[src/rtl/pt_walker.sv]
module pt_walker #(
  parameter int TLB_N = 8
) (
  input  logic        clk,
  input  logic        rst_n,
  input  logic        req_valid,
  input  logic [31:0] req_laddr,
  output logic        req_ready,
  input  logic        paging_en,
  input  logic [31:0] pt_base,
  input  logic        tlb_flush,
  output logic        mem_rd_en,
  output logic [31:0] mem_rd_addr,
  input  logic        mem_rd_valid,
  input  logic [31:0] mem_rd_data,
  output logic        rsp_valid,
  output logic [31:0] rsp_paddr,
  output logic        rsp_fault
);
  localparam int IW = (TLB_N > 1) ? $clog2(TLB_N) : 1;

  typedef enum logic [1:0] {S_IDLE, S_DIR, S_TBL} st_t;

  st_t         st;
  logic [31:0] la_q;
  logic [19:0] pt_q;
  logic        stale_q;
  logic [IW-1:0] rr_q;
  logic [TLB_N-1:0] tv_q;
  logic [19:0] tt_q [TLB_N];
  logic [19:0] tf_q [TLB_N];

  logic [TLB_N-1:0] hv;
  logic [19:0] hf;
  logic hit, accept, present, install;
  logic unused_bits;

  assign unused_bits = ^{mem_rd_data[11:1], pt_base[11:0]};

  for (genvar i = 0; i < TLB_N; i++) begin : g_match
    assign hv[i] = tv_q[i] && (tt_q[i] == req_laddr[31:12]);
  end

  always_comb begin
    hf = '0;
    for (int i = 0; i < TLB_N; i++)
      if (hv[i]) hf = hf | tf_q[i];
  end

  assign hit         = (|hv) && !tlb_flush;
  assign req_ready   = (st == S_IDLE);
  assign accept      = req_valid && req_ready;
  assign present     = mem_rd_data[0];
  assign mem_rd_en   = (st != S_IDLE);
  assign mem_rd_addr = (st == S_DIR) ? {pt_base[31:12], la_q[31:22], 2'b00}
                                     : {pt_q, la_q[21:12], 2'b00};
  assign install     = (st == S_TBL) && mem_rd_valid && present && !stale_q && !tlb_flush;

  always_ff @(posedge clk) begin
    if (!rst_n) begin
      st        <= S_IDLE;
      la_q      <= '0;
      pt_q      <= '0;
      stale_q   <= 1'b0;
      rsp_valid <= 1'b0;
      rsp_paddr <= '0;
      rsp_fault <= 1'b0;
    end else begin
      rsp_valid <= 1'b0;
      case (st)
        S_IDLE: if (accept) begin
          la_q    <= req_laddr;
          stale_q <= 1'b0;
          if (!paging_en) begin
            rsp_valid <= 1'b1;
            rsp_paddr <= req_laddr;
            rsp_fault <= 1'b0;
          end else if (hit) begin
            rsp_valid <= 1'b1;
            rsp_paddr <= {hf, req_laddr[11:0]};
            rsp_fault <= 1'b0;
          end else begin
            st <= S_DIR;
          end
        end
        S_DIR: if (mem_rd_valid) begin
          if (present) begin
            pt_q <= mem_rd_data[31:12];
            st   <= S_TBL;
          end else begin
            rsp_valid <= 1'b1;
            rsp_paddr <= '0;
            rsp_fault <= 1'b1;
            st        <= S_IDLE;
          end
        end
        S_TBL: if (mem_rd_valid) begin
          rsp_valid <= 1'b1;
          rsp_paddr <= present ? {mem_rd_data[31:12], la_q[11:0]} : 32'd0;
          rsp_fault <= !present;
          st        <= S_IDLE;
        end
        default: st <= S_IDLE;
      endcase
      if (tlb_flush && st != S_IDLE) stale_q <= 1'b1;
    end
  end

  always_ff @(posedge clk) begin
    if (!rst_n || tlb_flush) begin
      tv_q <= '0;
      rr_q <= '0;
      for (int i = 0; i < TLB_N; i++) begin
        tt_q[i] <= '0;
        tf_q[i] <= '0;
      end
    end else if (install) begin
      tv_q[rr_q] <= 1'b1;
      tt_q[rr_q] <= la_q[31:12];
      tf_q[rr_q] <= mem_rd_data[31:12];
      rr_q       <= (rr_q == IW'(TLB_N - 1)) ? '0 : rr_q + IW'(1);
    end
  end

  p_pass_r1: assert property (@(posedge clk) disable iff (!rst_n)
    (accept && !paging_en) |=> (rsp_valid && !rsp_fault && rsp_paddr == $past(req_laddr)));

  p_dir_addr_r2: assert property (@(posedge clk) disable iff (!rst_n)
    (accept && paging_en && !hit) |=>
      (mem_rd_en && mem_rd_addr == {$past(pt_base[31:12]), $past(req_laddr[31:22]), 2'b00}));

  p_dir_fault_r4: assert property (@(posedge clk) disable iff (!rst_n)
    (st == S_DIR && mem_rd_valid && !mem_rd_data[0]) |=> (rsp_valid && rsp_fault && !mem_rd_en));

  p_hit_r6: assert property (@(posedge clk) disable iff (!rst_n)
    (accept && paging_en && hit) |=> (rsp_valid && !rsp_fault && !mem_rd_en));

  p_unique_r7: assert property (@(posedge clk) disable iff (!rst_n) $onehot0(hv));

  p_flush_r8: assert property (@(posedge clk) disable iff (!rst_n)
    tlb_flush |=> (tv_q == '0));

  p_hold_r9: assert property (@(posedge clk) disable iff (!rst_n)
    (mem_rd_en && !mem_rd_valid) |=> (mem_rd_en && $stable(mem_rd_addr)));
endmodule

[config.mk]
export PLATFORM = sky130hd
export DESIGN_NAME = pt_walker
export DESIGN_NICKNAME = d
export VERILOG_FILES = /design/src/rtl/pt_walker.sv
export SDC_FILE = /design/constraint.sdc
export NUM_CORES = 1
export LEC_CHECK = 0
export BUFFER_PORTS_ARGS = -buffer_cell sky130_fd_sc_hd__buf_2
export CAP_MARGIN = 20
export CORE_UTILIZATION = 42
export CTS_CLUSTER_DIAMETER = 100
export DETAILED_ROUTE_END_ITERATION = 6
export PLACE_DENSITY = 0.65
export SLEW_MARGIN = 10
export SYNTH_ARGS = -nofsm -noshare
export SYNTH_HDL_FRONTEND = slang
export SYNTH_SLANG_ARGS = --single-unit
export TNS_END_PERCENT = 20
[constraint.sdc]
create_clock -name clk -period 4.55 [get_ports clk]
set_input_delay 0.2275 -clock clk [delete_from_list [all_inputs] [get_ports clk]]
set_output_delay 0.2275 -clock clk [all_outputs]
set_load 0.02 [all_outputs]
==> key figures <==
Status
  – Status: finished, final reports clean

Detailed routing
  – DR pass1 iterations: 5
  – Detailed-route wire length per cell: 25.8 um
  – Final ANT Viol Nets: 0
  – Total number of vias: 15400
  – Total Wirelength: 65000 um
  – DRC viols: 0
  – DR vias/cell: 6.10
  – Drt initial violations: 1685

Yosys
  – YS warnings: 0
  – Most frequent cells after synthesis: 321 x and2_1, 320 x edfxtp_1, 180 x nand4_1
  – Synth Instances: 1792
  – Post-synthesis average cell area: 11.3 um^2
  – Cell taking the most area after synthesis: edfxtp_1
  – Post-Syn Area: 20200 um^2
  – Largest cells by area after synthesis: edfxtp_1 48%, and2_1 9.9%, dfxtp_1 9.9%
  – Synth unique cells: 49
  – #FFs+latches synth: 420
  – Seq/Total Area, Yosys: 57.5%
  – Main synth FF type: edfxtp_1
  – Area fraction of the dominant cell type after synthesis: 47.6%
  – Number of synthesized flops with an enable pin: 320
  – Cell with the most instances after synthesis: and2_1
  – Async SR Flop Fraction: 0%

STA
  – Clk_skew: 0.0139 ns
  – Setup tns final: 0 ns
  – Tmin final: 3.25 ns
  – Final period util: 71.4%
  – # setup viols final: 0
  – Fmax: 308 MHz
  – Hold Vio Cnt, Final: 0
  – Slew margin rel.: 25.3%
  – Worst hold slack: 0.0262 ns
  – RSZ-0062 raised after global routing: no
  – Worst-margin pin slew: 1.12 ns
  – Fin. max-slew vios: 0

Setup path
  – CP arrival: 3.43 ns
  – Crit path capture type: flop
  – Worst reg2reg path depth: 7
  – CP Cell Sequence: inv_1 > ha_1 > nand4b_1 > nor2_1 > nand3_1 > nor3_2 > nand2b_2
  – Worst path required time: 4.73 ns
  – RR Startpoint: st[0]
  – Crit-path slowest cell: nand2b_2
  – WP buf/inv: 1
  – Critical path class: flop to flop
  – Top delay family on crit path: simple AND/OR/NAND/NOR gates
  – R2r endpoint: tf_q[1][17]
  – Crit path largest cell delay: 0.87 ns
  – Flop-to-flop setup slack: 1.30 ns
  – Worst Path Max Fanout: 40
  – CP startpoint kind: flop
  – Instance count on the critical path: 7
  – CP Launch Point: st[0]

Layout
  – Area Growth Syn to Fin: 14.2%
  – Final #Nets: 1987
  – Final Cell Area: 23100 um^2
  – Share of cells above drive strength 1: 16.8%
  – Final Util: 49.1%

GRT
  – First-pass GRT wire length: 96000 um
  – Vias in the first global route: 14500
  – Initial antenna violation count: 3
  – GRT Residual Overflow: 0
  – Largest net degree at the start of global routing: 57
  – Overall routing resource usage: 26.1%

Min path
  – Hold-critical path depth: 3
  – Worst min path class: input pin to flop
  – Worst Hold End: pt_q[4]
  – Hold Path Origin: mem_rd_data[16]

Power
  – P_leak: 0.00856 uW
  – Pwr/cell area: 389 nW/um^2
  – Final Power: 8970 uW
  – Peak VDD IR: 0.313 mV

Clock network
  – CTS Root Cell: clkbuf_16
  – CTS buffer count: 44
  – Clock buffer depth: 3
  – CTS tree: built
  – Clock slew at reported path FFs: 0.06 ns
  – Htree depth: 2
  – Hold-fix buffers at CTS: 13
  – Setup Fix Bufs, Post-CTS: 0
  – Cts repair resizes: 0
  – Worst skew pair latency: 0.56 ns
  – Sink Count: 420

Placement
  – Final estimated routing congestion in global placement: 0.871
  – Buffers on Ports: 144
  – DP Area: 21600 um^2
  – DP Wirelength: 40700 um

Die
  – CORE AREA: 47000 um^2
  – IO Pins: 170
  – Height of the die: 221 um
  – Die extent in x: 221 um
  – Initial Utilization: 43.0%
  – Die ar.: 48900 um^2
  – Rows: 79

Run
  – Max_cap viols: 0
==> cell families after synthesis <==
| family | synth area share [%] |
|---|---|
| other cells | 0.0186 |
| flops | 57.5 |
| simple gates | 20.8 |
| compound gates | 8.85 |
| xor+xnor | 6.94 |
| fa+ha+maj | 0.372 |
| mux | 1.87 |
| buf+inv | 3.63 |
==> how the worst max path moves through the flow <==
| stage | endpoint | slack [ns] |
|---|---|---|
| final | tf_q[1][17] | 1.30 |
| after global routing | tf_q[1][5] | 1.04 |
| after CTS | tf_q[1][10] | 1.26 |
| after global placement | rsp_paddr[29] | 1.35 |
| after floorplan | tf_q[2][0] | -0.07 |
| after detailed placement | tf_q[1][10] | 1.30 |
==> area by class of cell <==
class | instances | area [um^2]
Fill cell | 4138 | 23900
Sequential cell | 420 | 11600
Multi-Input combinational cell | 1200 | 8060
Clock buffer | 68 | 1280
Timing Repair Buffer | 206 | 1230
Tap cell | 607 | 759
Clock inverter | 13 | 76.3
Inverter | 7 | 26.3
Antenna cell | 2 | 5.00
==> layout by cell type (no fill, tap or decap), types with 20 or more instances in the layout <==
cell / n
o31ai_1: 21
nor3b_1: 20
buf_2: 144
edfxtp_1: 320
nand4_1: 180
buf_4: 47
clkbuf_16: 46
mux2_2: 30
nand2_1: 111
dfxtp_1: 100
and2_1: 321
xor2_1: 71
a21oi_1: 87
xnor2_1: 81
o22ai_1: 81
a31oi_1: 20
o41ai_1: 21
==> power by group <==
group          leakage [uW]  switching [uW]  internal (uW)
Combinational       0.00353             717            338
Clock              0.000670            1500           1940
Sequential          0.00436             150           4320
Total               0.00856            2370           6600
==> worst reg2reg max path, cell delays in order (launching register included) <==
cell      delay (ns)
dfxtp_1         0.35
inv_1           0.09
ha_1            0.23
nand4b_1        0.17
nor2_1          0.30
nand3_1         0.50
nor3_2          0.32
nand2b_2        0.87
==> stage by stage <==
stage | std cells | worst slack [ns]
finish | 2523 | 1.30
global placement | 2426 | 1.35
CTS | 2520 | 1.26
global route | 2521 | 1.04
detailed placement | 2426 | 1.30
floorplan | 1793 | -0.0723
==> metal layers <==
metal / global-route usage, % / wire (um) / vias to the layer above
met5: 0 / 13 / -
met3: 4.87 / 6220 / 144
li1: - / - / 6745
met2: 41.7 / 30400 / 892
met1: 35.4 / 26100 / 7596
met4: 9.59 / 2270 / 2
==> state kept, by name, summed over array words and instances, names as in the netlist <==
name and flops:
stale_q 1, pt_q 20, la_q 32, rsp_valid 1, tf_q 160, tv_q 8
rsp_paddr 32, rr_q 3, tt_q 160, rsp_fault 1, st 2
Power figures use the tool's default switching activity.
